**config.mk**
```make
export PLATFORM = sky130hd
export DESIGN_NAME = irq_requester
export DESIGN_NICKNAME = d
export VERILOG_FILES = /design/src/rtl/irqp_pkg.sv /design/src/rtl/irqp_capture.sv /design/src/rtl/irqp_prio.sv /design/src/rtl/irqp_pending.sv /design/src/rtl/irq_requester.sv
export SDC_FILE = /design/constraint.sdc
export NUM_CORES = 1
export LEC_CHECK = 0
export BUFFER_PORTS_ARGS = -buffer_cell sky130_fd_sc_hd__buf_4
export CAP_MARGIN = 5
export CELL_PAD_IN_SITES_DETAIL_PLACEMENT = 1
export CELL_PAD_IN_SITES_GLOBAL_PLACEMENT = 2
export CORE_ASPECT_RATIO = 1.5
export CORE_MARGIN = 2
export CORE_UTILIZATION = 24
export DETAILED_ROUTE_END_ITERATION = 8
export MAX_ROUTING_LAYER = met4
export PLACE_DENSITY_LB_ADDON = 0.1
export SYNTH_ARGS = -nofsm -noshare
export SYNTH_HDL_FRONTEND = slang
export SYNTH_SLANG_ARGS = --single-unit
```
**constraint.sdc**
```tcl
create_clock -name clk -period 1.9 [get_ports clk]
set_clock_uncertainty 0.05 [all_clocks]
set_input_delay 0.19 -clock clk [delete_from_list [all_inputs] [get_ports clk]]
set_output_delay 0.19 -clock clk [all_outputs]
set_load 0.1 [all_outputs]
```
**src/rtl/irqp_pkg.sv**
```systemverilog
package irqp_pkg;

    typedef enum logic {
        ST_IDLE  = 1'b0,
        ST_OFFER = 1'b1
    } req_state_e;

endpackage

```
**src/rtl/irqp_capture.sv**
```systemverilog
module irqp_capture #(
    parameter int N = 8
) (
    input  logic         clk,
    input  logic         rst_n,
    input  logic [N-1:0] src_evt,
    output logic [N-1:0] evt_q
);

    // First stage: register the raw event pulses.
    always_ff @(posedge clk) begin
        if (!rst_n) evt_q <= '0;
        else        evt_q <= src_evt;
    end

endmodule

```
**src/rtl/irqp_prio.sv**
```systemverilog
module irqp_prio #(
    parameter int N  = 8,
    parameter int VW = $clog2(N)
) (
    input  logic [N-1:0]  req,
    output logic          any,
    output logic [VW-1:0] idx
);

    logic [N-1:0] seen;
    logic [N-1:0] first;

    assign seen[0]  = req[0];
    assign first[0] = req[0];

    genvar g;
    generate
        for (g = 1; g < N; g++) begin : g_chain
            assign seen[g]  = seen[g-1] | req[g];
            assign first[g] = req[g] & ~seen[g-1];
        end
    endgenerate

    assign any = seen[N-1];

    always_comb begin
        idx = '0;
        for (int i = 0; i < N; i++) begin
            if (first[i]) idx = idx | VW'(i);
        end
    end

endmodule

```
**src/rtl/irqp_pending.sv**
```systemverilog
module irqp_pending #(
    parameter int N = 8
) (
    input  logic         clk,
    input  logic         rst_n,
    input  logic [N-1:0] evt_q,
    input  logic [N-1:0] mask_nxt,
    input  logic [N-1:0] clr,
    output logic [N-1:0] pend_q,
    output logic [N-1:0] pend_nxt
);

    localparam logic [N-1:0] RESERVED = N'(1);

    logic [N-1:0] allow;

    // Vector 0 is reserved and can never be enabled.
    assign allow    = mask_nxt & ~RESERVED;
    // The clear wins over a coinciding set.
    assign pend_nxt = (pend_q | evt_q) & ~clr & allow;

    always_ff @(posedge clk) begin
        if (!rst_n) pend_q <= '0;
        else        pend_q <= pend_nxt;
    end

endmodule

```
**src/rtl/irq_requester.sv**
```systemverilog
module irq_requester
    import irqp_pkg::*;
#(
    parameter int N  = 8,
    parameter int VW = $clog2(N)
) (
    input  logic          clk,
    input  logic          rst_n,
    input  logic [N-1:0]  src_evt,
    input  logic          mask_we,
    input  logic [N-1:0]  mask_wdata,
    input  logic          irq_ack,
    output logic          irq_req,
    output logic [VW-1:0] irq_vec
);

    req_state_e    state_q, state_d;
    logic [VW-1:0] vec_q, vec_d;
    logic [N-1:0]  mask_q, mask_nxt;
    logic [N-1:0]  evt_q;
    logic [N-1:0]  pend_q, pend_nxt;
    logic [N-1:0]  clr;
    logic          any_n;
    logic [VW-1:0] idx_n;
    logic          ack_hit;

    irqp_capture #(.N(N)) u_cap (
        .clk     (clk),
        .rst_n   (rst_n),
        .src_evt (src_evt),
        .evt_q   (evt_q)
    );

    // Mask register; the value being written applies at its edge.
    assign mask_nxt = mask_we ? mask_wdata : mask_q;

    always_ff @(posedge clk) begin
        if (!rst_n) mask_q <= '0;
        else        mask_q <= mask_nxt;
    end

    assign ack_hit = irq_ack && (state_q == ST_OFFER);
    assign clr     = ack_hit ? (N'(1) << vec_q) : '0;

    irqp_pending #(.N(N)) u_pend (
        .clk      (clk),
        .rst_n    (rst_n),
        .evt_q    (evt_q),
        .mask_nxt (mask_nxt),
        .clr      (clr),
        .pend_q   (pend_q),
        .pend_nxt (pend_nxt)
    );

    irqp_prio #(.N(N), .VW(VW)) u_prio (
        .req (pend_nxt),
        .any (any_n),
        .idx (idx_n)
    );

    // State register
    always_ff @(posedge clk) begin
        if (!rst_n) begin
            state_q <= ST_IDLE;
            vec_q   <= '0;
        end else begin
            state_q <= state_d;
            vec_q   <= vec_d;
        end
    end

    // Next state and output values
    always_comb begin
        state_d = state_q;
        vec_d   = '0;
        unique case (state_q)
            ST_IDLE: begin
                if (any_n) begin          // raise
                    state_d = ST_OFFER;
                    vec_d   = idx_n;
                end else begin            // rest
                    state_d = ST_IDLE;
                end
            end
            ST_OFFER: begin
                if (any_n) begin          // advance
                    state_d = ST_OFFER;
                    vec_d   = idx_n;
                end else begin            // drain
                    state_d = ST_IDLE;
                end
            end
            default: state_d = ST_IDLE;
        endcase
    end

    assign irq_req = (state_q == ST_OFFER);
    assign irq_vec = vec_q;

endmodule

```
# [Word-level counts from Yosys, hierarchy flattened]
# Index checks and enable logic that the tools add are counted.
[word_totals] regBits=28 in_bits=20 out_inout_bits=4 elab_cells=44
[op_classes] shifts=1 muxes=10 bitwise_logic=25 n_reduce_logical=2
[op_table] operator="bitwise AND 8 bit" count=2
[op_table] operator="two-way mux 8 bit" count=2
[op_table] operator="two-way mux 3 bit" count=4
[op_table] operator="inverter 8 bit" count=1
[op_table] operator="OR 8 bit" count=1
[op_table] operator="<< shifter 1 x 3 -> 8 bit (first input constant)" count=1
[op_table] operator="bitwise AND 1 bit" count=7
[op_table] operator="inverter 1 bit" count=7
[op_table] operator="OR 1 bit" count=7
[op_table] operator="two-way mux 2 bit" count=2
[op_table] operator="two-way mux 1 bit" count=2
[op_table] operator="AND reduction 2 bit" count=1
[op_table] operator="logical AND 1 bit" count=1

# [Longest topological paths before layout]
# Gate-level depths: netlist (run 1).
[logic_depth] depth_word=14 mapped_depth=6 depth_no_buf=5

# [By module]
# From an unflattened synthesis (run 1), not the netlist that was laid out.
[unflattened] cells_unflattened=109 area_unflattened_um2=1138.6
[modules_own_cells] mod="irq_requester" instances=1 cells_per_inst=48 area_per_inst_um2=520.5 seq_area_each_um2=240.2
[modules_own_cells] mod="irqp_pending" instances=1 cells_per_inst=31 area_per_inst_um2=325.3 seq_area_each_um2=140.1
[modules_own_cells] mod="irqp_capture" instances=1 cells_per_inst=16 area_per_inst_um2=210.2 seq_area_each_um2=160.2
[modules_own_cells] mod="irqp_prio" instances=1 cells_per_inst=14 area_per_inst_um2=82.6 seq_area_each_um2=0.0

# [Worst setup path before layout (run 1)]
# Ideal clock, no wire load.
[synth_path] path_kind="register to register" from="register vec_q[2] (netlist: irq_vec[2])" to="register vec_q[0] (netlist: irq_vec[0])" setup_time_ns=0.119 arrival_ns=2.126 required_time_ns=1.731 path_slack_ns=-0.394 stages_incl_launch_ff=6 path_buffers=0 synth_period_minus_slack_ns=2.294 path_cell_list="dfxtp_1 -> and4b_4 -> a211o_1 -> o2bb2ai_2 -> a31o_1 -> o221a_1"
[synth_between] elab_chain_cells=14 word_cells_on_any_way=28 classes_between="shift (1); mux (8); bitwise (18); reduce/logical (1)"
[synth_lines] item="start, declared" line_no="irq_requester.sv:18" source="logic [VW-1:0] vec_q, vec_d;"
[synth_lines] item="start signal, assigned" line_no="irq_requester.sv:68" source="vec_q <= vec_d;"
[synth_lines] item="<< shifter 1 x 3 -> 8 bit (*)" line_no="irq_requester.sv:43" source="assign clr = ack_hit ? (N'(1) << vec_q) : '0;"
[synth_lines] item="two-way mux 8 bit (*)" line_no="irq_requester.sv:43"
[synth_lines] item="inverter 8 bit (*)" line_no="irqp_pending.sv:20" source="assign pend_nxt = (pend_q | evt_q) & ~clr & allow;"
[synth_lines] item="bitwise AND 8 bit (*) (2 in a row)" line_no="irqp_pending.sv:20"
[synth_lines] item="OR 1 bit / inverter 1 bit (equally long branches)" line_no="irqp_prio.sv:19, irqp_prio.sv:20"
[synth_lines] item="OR 1 bit / bitwise AND 1 bit (equally long branches)" line_no="irqp_prio.sv:19, irqp_prio.sv:20"
[synth_lines] item="OR 1 bit, or another cell as far along (2 in a row)" line_no="irqp_prio.sv:19" source="assign seen[g] = seen[g-1] | req[g];"
[synth_lines] item="inverter 1 bit, or another cell as far along" line_no="irqp_prio.sv:20" source="assign first[g] = req[g] & ~seen[g-1];"
[synth_lines] item="bitwise AND 1 bit, or another cell as far along" line_no="irqp_prio.sv:20"
[synth_lines] item="two-way mux 3 bit / inverter 1 bit (equally long branches)" line_no="irqp_prio.sv:29, irqp_prio.sv:20"
[synth_lines] item="two-way mux 3 bit / bitwise AND 1 bit (equally long branches)" line_no="irqp_prio.sv:29, irqp_prio.sv:20"
[synth_lines] item="two-way mux 3 bit" line_no="irqp_prio.sv:29" source="if (first[i]) idx = idx | VW'(i);"
# Mark *: on every way between the ends. The rest lies on a longest branch, timed or not.
# A chain may end at the register's enable or synchronous reset.

# [Final worst setup path (run 1)]
# Same ends and word-level chain as after synthesis.

==> results of run 1 <==
-- logic make-up (layout without fill, tap and decap cells) --
family	count (synthesis)	after routing	synth area share
multiplexers	7	7	0.0768
AND/OR/NAND/NOR	46	46	0.246
AO/OA/AOI/OAI	18	18	0.151
buffers and inverters	4	27	0.0227
flip-flops	25	25	0.504
-- critical path, stage by stage, from the launching register on --
cell and delay (ns):
dfxtp_4 0.37, and4b_1 0.24, a211oi_1 0.30, o22ai_1 0.21
a31o_1 0.24, o221a_1 0.20
-- flip-flops by register name, summed over array words and instances, names as in the netlist --
name and cells:
irq_req 1, irq_vec 3, mask_q 7, u_cap.evt_q 7
u_pend.pend_q 7
-- power groups by stage --
stage	combinational, mW	clock, mW	sequential, mW
2_1_floorplan	0.0842	0	0.646
3_3_place_gp	0.208	0	0.587
3_5_place_dp	0.210	0	0.587
4_1_cts	0.211	0.331	0.576
5_1_grt	0.225	0.350	0.579
6_report	0.206	0.313	0.574
-- metal layers --
metal | global-route usage | up-vias
met5 | - | -
met4 | 0.0643 | 0
met3 | 0.0202 | 6
met2 | 0.184 | 20
met1 | 0.123 | 363
li1 | - | 394
-- layout by cell type, fill, tap and decap left out, drive strengths merged, types with 2 or more instances in the layout --
cell type / n
and3: 2
nand2: 3
o22ai: 2
and2: 12
a21oi: 2
mux2i: 5
dfxtp: 25
mux2: 2
o21ai: 3
inv: 2
a211oi: 2
nor2: 19
nand3: 2
clkbuf: 4
and4b: 2
buf: 21
-- cell type report --
type | instances | area, sq um
Inverter | 2 | 7.51
Clock buffer | 4 | 45.0
Timing Repair Buffer | 21 | 158
Multi-Input combinational cell | 71 | 470
Fill cell | 487 | 2710
Sequential cell | 25 | 510
Tap cell | 45 | 56.3
-- path summary, 6_finish.rpt --
kind | startpoint | endpoint | slack, ns
worst max register to register | irq_vec[2]$_SDFF_PN0_ | irq_vec[0]$_SDFF_PN0_ | 0.17
worst min-delay path | src_evt[3] | u_cap.evt_q[3]$_SDFF_PN0_ | 0.07
worst min register to register | mask_q[6]$_SDFF_PN0_ | mask_q[6]$_SDFF_PN0_ | 0.45
worst max-delay path | irq_vec[2]$_SDFF_PN0_ | irq_vec[0]$_SDFF_PN0_ | 0.17
-- through the flow --
stage / util / setup WS (ns) / instances / power (mW) / cell area [sq um]
final: 0.315 / 0.175 / 168 / 1.09 / 1250
after global routing: 0.315 / 0.0411 / 168 / 1.15 / 1250
after CTS: 0.315 / 0.156 / 168 / 1.12 / 1250
after detailed placement: 0.304 / 0.133 / 164 / 0.797 / 1200
after global placement: 0.304 / 0.156 / 164 / 0.795 / 1200
after floorplan: - / 0.0348 / 100 / 0.730 / 1000
==> results.txt, run 1 <==
----------------------------------------------------
[Clock tree]
  Hold-fix buffer count after cts ... 0
  CTS tree ... built
  Source-to-sink clock delay at the later pin of the worst-skew pair ... 0.27 ns
  CTS Buffer Depth ... 2
  Level count of the clock H-tree ... 1
  CTS Root Cell ... clkbuf_8
  Resized Gates After CTS ... 0
  CTS buffer count ... 3
  Clock slew at reported path FFs ... 0.09 ns
  Setup Fix Bufs, Post-CTS ... 0
  Sinks on the clock net ... 25

[Min path]
  Type of the most critical hold path ... in -> reg
  Depth of the worst hold-timing path ... 2

[Routing]
  Drt wl/cell ... 13.4 um
  Metal1 wirelength ... 991 um
  Number of vias per cell ... 4.66
  Remaining number of nets flagged by the antenna check after routing ... 0
  Met3 layer wire length in the routed design ... 112 um
  WL final ... 2.26 mm
  First-pass iteration count of the detailed router ... 4
  Number of vias in the routed layout ... 783
  Post-route DRC violation count ... 0
  Wire length on met2 ... 1.10 mm
  Number of DRC markers after the initial detailed-route iteration ... 24
  DR top layer ... met4

[Setup path]
  Critical path class ... reg -> reg
  Startpoint types ... flop
  Required time of the worst setup path ... 2.01 ns
  Data arrival, critical path ... 1.84 ns
  Length in cells of the worst reg-to-reg path ... 5
  CP Capture Type ... flop
  CP Max Fanout ... 7

[Pwr]
  Net load switching power ... 311 uW
  Total power divided by cell area ... 877 nW/um^2
  Sequential fraction of design power ... 0.525
  Internal cell power ... 783 uW
  Part of the power in the clock network ... 0.286
  Share of total power in combinational logic ... 0.189
  Switching share of power ... 0.284
  Maximum resistive drop on vdd ... 0.316 mV
  Static power due to leakage ... 0.520 nW

[Timing]
  Fin. Hold Viols ... 0
  Achievable Freq ... 580 MHz
  Final clock period utilization by the worst path ... 0.908
  Actual transition at the worst max-transition pin ... 0.439 ns
  Number of setup violations in the final report ... 0
  Max_slew headroom ... 0.706
  Setup TNS ... 0 ns
  Pins Over Slew Limit ... 0
  Min cycle time layout ... 1.73 ns
  Unrepaired setup endpoints after global routing ... false
  Worst Hold Slack ... 0.0733 ns

[Yosys]
  Most common cell in the netlist ... dfxtp_1
  Most frequently used flop master after synthesis ... dfxtp_1
  Number of warnings reported in the yosys synthesis log ... 0
  Area leader, netlist ... dfxtp_1
  Top area cells in the synthesized netlist ... dfxtp_1 50%, and2_1 7.6%, nor2_1 7.2%
  Cell area after technology mapping ... 993 sq um
  Top cells by instance count after synthesis ... 25 x dfxtp_1, 19 x nor2_1, 12 x and2_1
  Synth Net Count ... 120
  EDFF count, synth ... 0
  Fraction of registers with async set/reset ... 0
  Sequential cell area fraction in the yosys report ... 0.504
  Number of instances in the synthesized netlist ... 100
  Post-synthesis area per instance ... 9.93 sq um
  Top cell type's share of synthesized area ... 0.504
  Library cells used by synthesis ... 34
  Number of synthesized register bits ... 25

[Placed design]
  Routability congestion estimate ... 0.714
  Number of input and output port buffers inserted ... 21
  Post-detailed-placement half-perimeter wirelength ... 1.74 mm

[Die]
  Top-level I/O count ... 24
  Initial standard-cell utilization of the core ... 0.251
  Die boundary height ... 82.8 um
  Area enclosed by the die boundary ... 4680 sq um
  Width of the die ... 56.5 um
  Standard cell core area ... 3960 sq um
  Standard-cell row count ... 28

[Status]
  Result of the run ... finished, final reports clean

[Layout]
  Total number of nets in the final design ... 144
  Area growth from synthesis to final layout ... 25.6%
  Fraction of final layout cells sized beyond drive strength 1 ... 0.285
  Number of antenna cells inserted ... 0

[Global route]
  Overflow left after global routing ... 0
  Largest net degree at the start of global routing ... 18
  Wire length of the first global-routing pass ... 3.82 mm
  Via count of the first global-routing pass ... 816
  Initial antenna violation count ... 0
  Global routing usage summed across all routing layers ... 0.110

[Run]
  Maxcap violations ... 0

----------------------------------------------------
Power figures use the tool's default switching activity.
==> run 2: changes to the inputs <==
clock period = 1.4 ns   (was 1.9 ns; I/O delays follow)
==> run 2 against run 1 <==
Against the previous run:
- the flow now finishes with violations (negative setup slack)
- global-route usage increased by 1.1 points
- cell count increased by 8.3%
- register-to-register slack got worse by 0.34 ns
- critical endpoint unchanged
- highest routed layer unchanged
==> results.txt, run 2 (synthesized netlist as in run 1, its figures left out) <==
----------------------------------------------------
[Status]
  Result of the run ... finished with violations (was finished, final reports clean)
  Failing checks ... negative setup slack

[Timing]
  Fin. Hold Viols ... 0 (unchanged)
  Achievable Freq ... 640 MHz (was 580 MHz)
  Number of setup violations in the final report ... 4 (was 0)
  Max_slew headroom ... 0.783 (was 0.706)
  Min cycle time layout ... 1.56 ns (was 1.73 ns)
  Unrepaired setup endpoints after global routing ... true (was false)
  Pins Over Slew Limit ... 0 (unchanged)
  Minimum setup slack in the final design ... -0.163 ns (was 0.175 ns)
  Actual transition at the worst max-transition pin ... 0.316 ns (was 0.439 ns)
  Final clock period utilization by the worst path ... 1.12 (was 0.908)

[Clock tree]
  CTS Root Cell ... clkbuf_8 (unchanged)
  Sinks on the clock net ... 25 (unchanged)
  Setup Fix Bufs, Post-CTS ... 0 (unchanged)
  CTS tree ... built (unchanged)
  CTS buffer count ... 3 (unchanged)
  CTS Buffer Depth ... 2 (unchanged)
  Clock slew at reported path FFs ... 0.09 ns (about the same)
  Level count of the clock H-tree ... 1 (unchanged)
  Source-to-sink clock delay at the later pin of the worst-skew pair ... 0.27 ns (about the same)

[Global route]
  Initial antenna violation count ... 0 (unchanged)
  Wire length of the first global-routing pass ... 4.16 mm (was 3.82 mm)
  Global routing usage summed across all routing layers ... 0.121 (was 0.110)
  Largest net degree at the start of global routing ... 18 (unchanged)
  Overflow left after global routing ... 0 (unchanged)
  Via count of the first global-routing pass ... 885 (was 816)

[Setup path]
  Startpoint types ... flop (unchanged)
  CP Max Fanout ... 5 (was 7)
  Data arrival, critical path ... 1.72 ns (was 1.84 ns)
  Timing startpoint of the critical path ... irq_vec[1]$_SDFF_PN0_ (was irq_vec[2]$_SDFF_PN0_)
  Required time of the worst setup path ... 1.56 ns (was 2.01 ns)
  Critical path class ... reg -> reg (unchanged)
  Launch point of the worst reg-to-reg path ... irq_vec[1]$_SDFF_PN0_ (was irq_vec[2]$_SDFF_PN0_)
  CP Capture Type ... flop (unchanged)

[Placed design]
  Cell total after placement ... 178 (was 164)
  Area post-placement ... 1320 sq um (was 1200 sq um)
  Number of input and output port buffers inserted ... 21 (unchanged)
  Routability congestion estimate ... 0.690 (was 0.714)
  Post-detailed-placement half-perimeter wirelength ... 1.95 mm (was 1.74 mm)
  Worst slack, placed ... -0.212 ns (was 0.133 ns)

[Min path]
  Launch instance of the worst min-delay path ... src_evt[4] (was src_evt[3])
  Type of the most critical hold path ... in -> reg (unchanged)

[Routing]
  Post-route DRC violation count ... 0 (unchanged)
  Number of vias per cell ... 4.71 (was 4.66)
  First-pass iteration count of the detailed router ... 4 (unchanged)
  WL final ... 2.54 mm (was 2.26 mm)
  Number of vias in the routed layout ... 857 (was 783)
  Drt wl/cell ... 13.9 um (was 13.4 um)
  Number of DRC markers after the initial detailed-route iteration ... 11 (was 24)
  Remaining number of nets flagged by the antenna check after routing ... 0 (unchanged)

[Layout]
  Total number of nets in the final design ... 158 (was 144)
  Fin area ... 1400 sq um (was 1250 sq um)
  Top library cells by usage in the layout, fill and taps aside ... 35 x buf_4, 21 x dfxtp_1, 19 x nor2_1 (was 21 x buf_4, 21 x dfxtp_1, 19 x nor2_1)
  Layout fillers ... 490 (was 487)
  Largest registers ... mask_q x7, u_cap.evt_q x7, u_pend.pend_q x7 (unchanged)
  Most common library cell in the layout ignoring fill and taps ... buf_4
  Number of antenna cells inserted ... 0 (unchanged)
  Count of placed standard cells in the final layout, fillers left out ... 182 (was 168)
  Area growth from synthesis to final layout ... 40.6% (was 25.6%)
  Fraction of final layout cells sized beyond drive strength 1 ... 0.416 (was 0.285)

[Die]
  Standard-cell row count ... 28 (unchanged)
  Area enclosed by the die boundary ... 4680 sq um (unchanged)
  Die boundary height ... 82.8 um (unchanged)
  Initial standard-cell utilization of the core ... 0.251 (unchanged)
  Top-level I/O count ... 24 (unchanged)
  Width of the die ... 56.5 um (unchanged)
  Standard cell core area ... 3960 sq um (unchanged)

[Pwr]
  Total power divided by cell area ... 1110 nW/um^2 (was 877 nW/um^2)
  Maximum resistive drop on vdd ... 0.407 mV (was 0.316 mV)
  Static power due to leakage ... 0.592 nW (was 0.520 nW)

[Run]
  Maxcap violations ... 0 (unchanged)

----------------------------------------------------
-- run 2: changes by cell type in the layout (fill, tap and decap cells not counted), sizes merged --
cell,delta
buf,+14
-- run 2: final cells by class --
class	instances	area (sq um)	share of cell area
multi-input combinational	71	509	0.365
timing repair buffer	35	263	0.188
clock buffer	4	45.0	0.0323
inverter	2	7.51	0.00538
sequential	25	515	0.369
tap	45	56.3	0.0403
-- run 2: worst max-delay path: stages, from the launching register on --
cell	delay [ns]
dfxtp_4	0.36
and4b_2	0.32
or3b_1	0.37
a21oi_2	0.12
o31a_2	0.12
o221a_1	0.16
-- run 2: worst paths after layout --
| kind | to | slack, ns | cells after the start |
|---|---|---|---|
| worst max-delay path | irq_vec[0]$_SDFF_PN0_ | -0.16 | 5 |
| worst min register to register | mask_q[6]$_SDFF_PN0_ | 0.45 | 2 |
| worst min-delay path | u_cap.evt_q[4]$_SDFF_PN0_ | 0.02 | 2 |
| worst max register to register | irq_vec[0]$_SDFF_PN0_ | -0.16 | 5 |
-- run 2: what timing repair did --
| action | 4_1_cts | 5_1_grt |
|---|---|---|
| hold buffers | 0 | 0 |
| pin swaps | 2 | 0 |
| resized for setup | 4 | 3 |
| setup endpoints to repair | 4 | 6 |
-- run 2: metal layers --
| metal | GRT usage | share of wire | up-vias |
|---|---|---|---|
| met5 | - | 0 | - |
| met4 | 0.0571 | 0.018 | 0 |
| met3 | 0.0202 | 0.041 | 5 |
| met2 | 0.216 | 0.51 | 20 |
| met1 | 0.131 | 0.43 | 409 |
| li1 | - | - | 423 |
-- run 2: per-stage QoR --
stage	power [mW]	TNS (ns)	hold WS [ns]	util
floorplan	0.995	-0.812	0.212	-
global placement	1.13	-0.506	0.298	0.334
detailed placement	1.13	-0.626	0.302	0.334
CTS	1.56	-0.477	0.0208	0.350
global route	1.62	-0.892	0.0188	0.353
finish	1.55	-0.440	0.0227	0.353
-- run 2: where the power goes --
group | switching [mW] | internal [mW] | leakage [nW]
clock network | 0.224 | 0.204 | 0.0228
registers | 0.0226 | 0.753 | 0.209
logic | 0.199 | 0.146 | 0.361
total | 0.446 | 1.10 | 0.592
==> run 3: changes to the inputs <==
ABC_AREA = 1   (was not set)
SETUP_SLACK_MARGIN = 0.5   (was not set)
==> run 3 against run 2 <==
Against the previous run:
- the run now ends clean
- largest cell class is now multi-input gates
- utilization rose by 1.5 points
- non-clock buffer count shrank 2
- fmax grew 23%
- critical endpoint unchanged
- worst setup slack better by 0.30 ns
- count of clock-buffer cells in the layout did not move
- cell area up 12%
- sequential share of layout area shrank 3.9 points
- routed wire length is 4.7% higher
- clock power rose by 1%
- critical path type unchanged
==> results.txt, run 3 <==
----------------------------------------------------
[Pwr]
  Maximum resistive drop on vdd ... 0.396 mV (was 0.407 mV)
  Overall power ... 1.57 mW (was 1.55 mW)
  Static power due to leakage ... 0.768 nW (was 0.592 nW)
  Total power divided by cell area ... 1000 nW/um^2 (was 1110 nW/um^2)
  Share of total power in combinational logic ... 0.235 (was 0.223)
  Net load switching power ... 458 uW (was 446 uW)
  Part of the power in the clock network ... 0.276 (about the same)
  Internal cell power ... 1.11 mW (was 1.10 mW)
  Switching share of power ... 0.292 (was 0.288)
  Sequential fraction of design power ... 0.489 (was 0.501)

[Run]
  Maxcap violations ... 0 (unchanged)

[Yosys]
  Synth Net Count ... 164 (was 120)
  Number of synthesized register bits ... 25 (unchanged)
  Post-synthesis area per instance ... 7.40 sq um (was 9.93 sq um)
  Area leader, netlist ... dfxtp_1 (unchanged)
  Most frequently used flop master after synthesis ... dfxtp_1 (unchanged)
  Cell area after technology mapping ... 1070 sq um (was 993 sq um)
  Top cell type's share of synthesized area ... 0.469 (was 0.504)
  Sequential cell area fraction in the yosys report ... 0.469 (was 0.504)
  Fraction of registers with async set/reset ... 0 (unchanged)
  Library cells used by synthesis ... 20 (was 34)
  Number of instances in the synthesized netlist ... 144 (was 100)
  Top area cells in the synthesized netlist ... dfxtp_1 47%, nand2_1 14%, inv_1 6.3% (was dfxtp_1 50%, and2_1 7.6%, nor2_1 7.2%)
  Number of warnings reported in the yosys synthesis log ... 0 (unchanged)
  Most common cell in the netlist ... nand2_1 (was dfxtp_1)
  Top cells by instance count after synthesis ... 41 x nand2_1, 25 x dfxtp_1, 18 x inv_1 (was 25 x dfxtp_1, 19 x nor2_1, 12 x and2_1)
  EDFF count, synth ... 0 (unchanged)

[Placed design]
  Area post-placement ... 1300 sq um (was 1320 sq um)
  Worst slack, placed ... 0.0950 ns (was -0.212 ns)
  Number of input and output port buffers inserted ... 21 (unchanged)
  Routability congestion estimate ... 0.726 (was 0.690)
  Post-detailed-placement half-perimeter wirelength ... 1.95 mm (about the same)

[Layout]
  Total number of nets in the final design ... 199 (was 158)
  Number of antenna cells inserted ... 0 (unchanged)
  Area growth from synthesis to final layout ... 46.5% (was 40.6%)
  Most common library cell in the layout ignoring fill and taps ... nand2_1 (was buf_4)
  Flip-flop and latch area ... 515 sq um (unchanged)
  Area of combinational cells with multiple inputs ... 533 sq um (was 509 sq um)
  Fraction of final layout cells sized beyond drive strength 1 ... 0.427 (was 0.416)
  Fin area ... 1560 sq um (was 1400 sq um)
  Largest registers ... mask_q x7, u_cap.evt_q x7, u_pend.pend_q x7 (unchanged)
  Layout fillers ... 508 (was 490)
  Finished Core Util ... 0.368 (was 0.353)
  Top library cells by usage in the layout, fill and taps aside ... 38 x nand2_1, 21 x buf_4, 21 x dfxtp_1 (was 35 x buf_4, 21 x dfxtp_1, 19 x nor2_1)

[Setup path]
  Largest delay share family, worst path ... simple AND/OR/NAND/NOR gates (unchanged)
  Critical path class ... reg -> reg (unchanged)
  CP Max Fanout ... 2 (was 5)
  Startpoint types ... flop (unchanged)
  Largest stage delay on the critical path ... 0.30 ns (was 0.37 ns)
  Timing startpoint of the critical path ... u_cap.evt_q[5]$_SDFF_PN0_ (was irq_vec[1]$_SDFF_PN0_)
  CP Capture Type ... flop (unchanged)
  WP depth ... 9 (was 5)
  Critical-path cell list ... or2_2 -> nand2_1 -> nor2_1 -> nand2_1 -> nand2_1 -> nand2_1 -> nand2_1 -> nor2_1 -> nor2_2 (was and4b_2 -> or3b_1 -> a21oi_2 -> o31a_2 -> o221a_1)
  Launch point of the worst reg-to-reg path ... u_cap.evt_q[5]$_SDFF_PN0_ (was irq_vec[1]$_SDFF_PN0_)
  Data arrival, critical path ... 1.39 ns (was 1.72 ns)
  Required time of the worst setup path ... 1.53 ns (was 1.56 ns)
  Length in cells of the worst reg-to-reg path ... 9 (was 5)
  Worst path slowest cell ... dfxtp_1 (was or3b_1)
  Number of buffer and inverter instances along the worst setup path ... 0 (unchanged)
  Most frequent cell on the critical path ... nand2_1

[Timing]
  Min cycle time layout ... 1.27 ns (was 1.56 ns)
  Final clock period utilization by the worst path ... 0.904 (was 1.12)
  Max_slew headroom ... 0.686 (was 0.783)
  Unrepaired setup endpoints after global routing ... true (unchanged)
  Fin. Hold Viols ... 0 (unchanged)
  Minimum setup slack in the final design ... 0.134 ns (was -0.163 ns)
  Number of setup violations in the final report ... 0 (was 4)
  Pins Over Slew Limit ... 0 (unchanged)
  Setup TNS ... 0 ns (was -0.440 ns)
  Actual transition at the worst max-transition pin ... 0.471 ns (was 0.316 ns)
  Achievable Freq ... 790 MHz (was 640 MHz)

[Clock tree]
  Level count of the clock H-tree ... 1 (unchanged)
  Source-to-sink clock delay at the later pin of the worst-skew pair ... 0.27 ns (about the same)
  Clock slew at reported path FFs ... 0.09 ns (about the same)
  CTS Root Cell ... clkbuf_8 (unchanged)
  CTS buffer count ... 3 (unchanged)
  CTS Buffer Depth ... 2 (unchanged)
  CTS tree ... built (unchanged)
  Sinks on the clock net ... 25 (unchanged)

[Global route]
  GRT met2 Usage ... 0.211 (was 0.216)
  M1 GR Usage ... 0.130 (was 0.131)
  Peak-usage layer in the global routing report ... met2 (unchanged)
  Global routing usage summed across all routing layers ... 0.120 (was 0.121)
  Wire length of the first global-routing pass ... 4.37 mm (was 4.16 mm)
  Largest net degree at the start of global routing ... 15 (was 18)
  Via count of the first global-routing pass ... 951 (was 885)
  GR Layer Usage met3 ... 0.0181 (was 0.0202)
  Overflow left after global routing ... 0 (unchanged)
  Initial antenna violation count ... 0 (unchanged)

[Routing]
  WL final ... 2.65 mm (was 2.54 mm)
  Number of DRC markers after the initial detailed-route iteration ... 22 (was 11)
  Post-route DRC violation count ... 0 (unchanged)
  Number of vias in the routed layout ... 947 (was 857)
  Drt wl/cell ... 11.8 um (was 13.9 um)
  Number of vias per cell ... 4.23 (was 4.71)
  Remaining number of nets flagged by the antenna check after routing ... 0 (unchanged)
  First-pass iteration count of the detailed router ... 4 (unchanged)

[Min path]
  Depth of the worst hold-timing path ... 3 (was 2)
  Type of the most critical hold path ... in -> reg (unchanged)
  Launch instance of the worst min-delay path ... src_evt[2] (was src_evt[4])

[Die]
  Top-level I/O count ... 24 (unchanged)
  Die boundary height ... 85.6 um (was 82.8 um)
  Standard cell core area ... 4250 sq um (was 3960 sq um)
  Initial standard-cell utilization of the core ... 0.251 (about the same)
  Standard-cell row count ... 29 (was 28)
  Area enclosed by the die boundary ... 5000 sq um (was 4680 sq um)
  Width of the die ... 58.4 um (was 56.5 um)

[Status]
  Result of the run ... finished, final reports clean (was finished with violations)

----------------------------------------------------
## run 3: changes by cell type in the layout (fill, tap and decap cells not counted), moves of 7 or more
cell	change
nand2_1	+35
buf_4	-14
inv_1	+14
and2_1	-12
nand2_2	+9
nor2_2	+7
## run 3: final timing paths
path	to	slack, ns
worst min register to register	mask_q[5]$_SDFF_PN0_	0.42
worst max-delay path	irq_vec[0]$_SDFF_PN0_	0.13
worst min-delay path	u_cap.evt_q[2]$_SDFF_PN0_	0.005
worst max register to register	irq_vec[0]$_SDFF_PN0_	0.13
## run 3: power by group through the flow
stage | logic, mW | registers (mW) | clock network [mW]
global route | 0.404 | 0.773 | 0.482
finish | 0.368 | 0.768 | 0.433
floorplan | 0.143 | 0.849 | 0
global placement | 0.289 | 0.783 | 0
CTS | 0.353 | 0.769 | 0.458
detailed placement | 0.291 | 0.784 | 0
## run 3: through the flow
| step | instances | hold slack, ns |
|---|---|---|
| 2_1_floorplan | 144 | 0.188 |
| 3_3_place_gp | 208 | 0.270 |
| 3_5_place_dp | 208 | 0.277 |
| 4_1_cts | 222 | 0.000458 |
| 5_1_grt | 224 | 0.00597 |
| 6_report | 224 | 0.00497 |
## run 3: worst min-delay path, cell delays in order
cell	delay, ns
buf_4	0.07
nand2_1	0.04
inv_1	0.04
## run 3: final cells by class
class                           count  area share
Tap cell                           46      0.0369
Inverter                           22      0.0561
Sequential cell                    25       0.330
Multi-Input combinational cell     94       0.341
Timing Repair Buffer               33       0.207
Clock buffer                        4      0.0288
## run 3: cell families after synthesis
family | count (synthesis) | synth area share
compound gates | 8 | 0.0493
buf+inv | 25 | 0.103
flops | 25 | 0.469
simple gates | 86 | 0.378
## run 3: per-layer routing
metal / up-vias / share of wire
met1: 435 / 0.40
met4: 0 / 0.018
li1: 494 / -
met5: - / 0
met2: 13 / 0.55
met3: 5 / 0.032
## run 3: what timing repair did
item / CTS / global route
resized for setup: 18 / 10
endpoints found under the setup margin: 15 / 15
pin swaps: 4 / 2
hold buffers: 4 / 0
buffers inserted: 6 / 2
endpoints found under the hold margin: 4 / 0
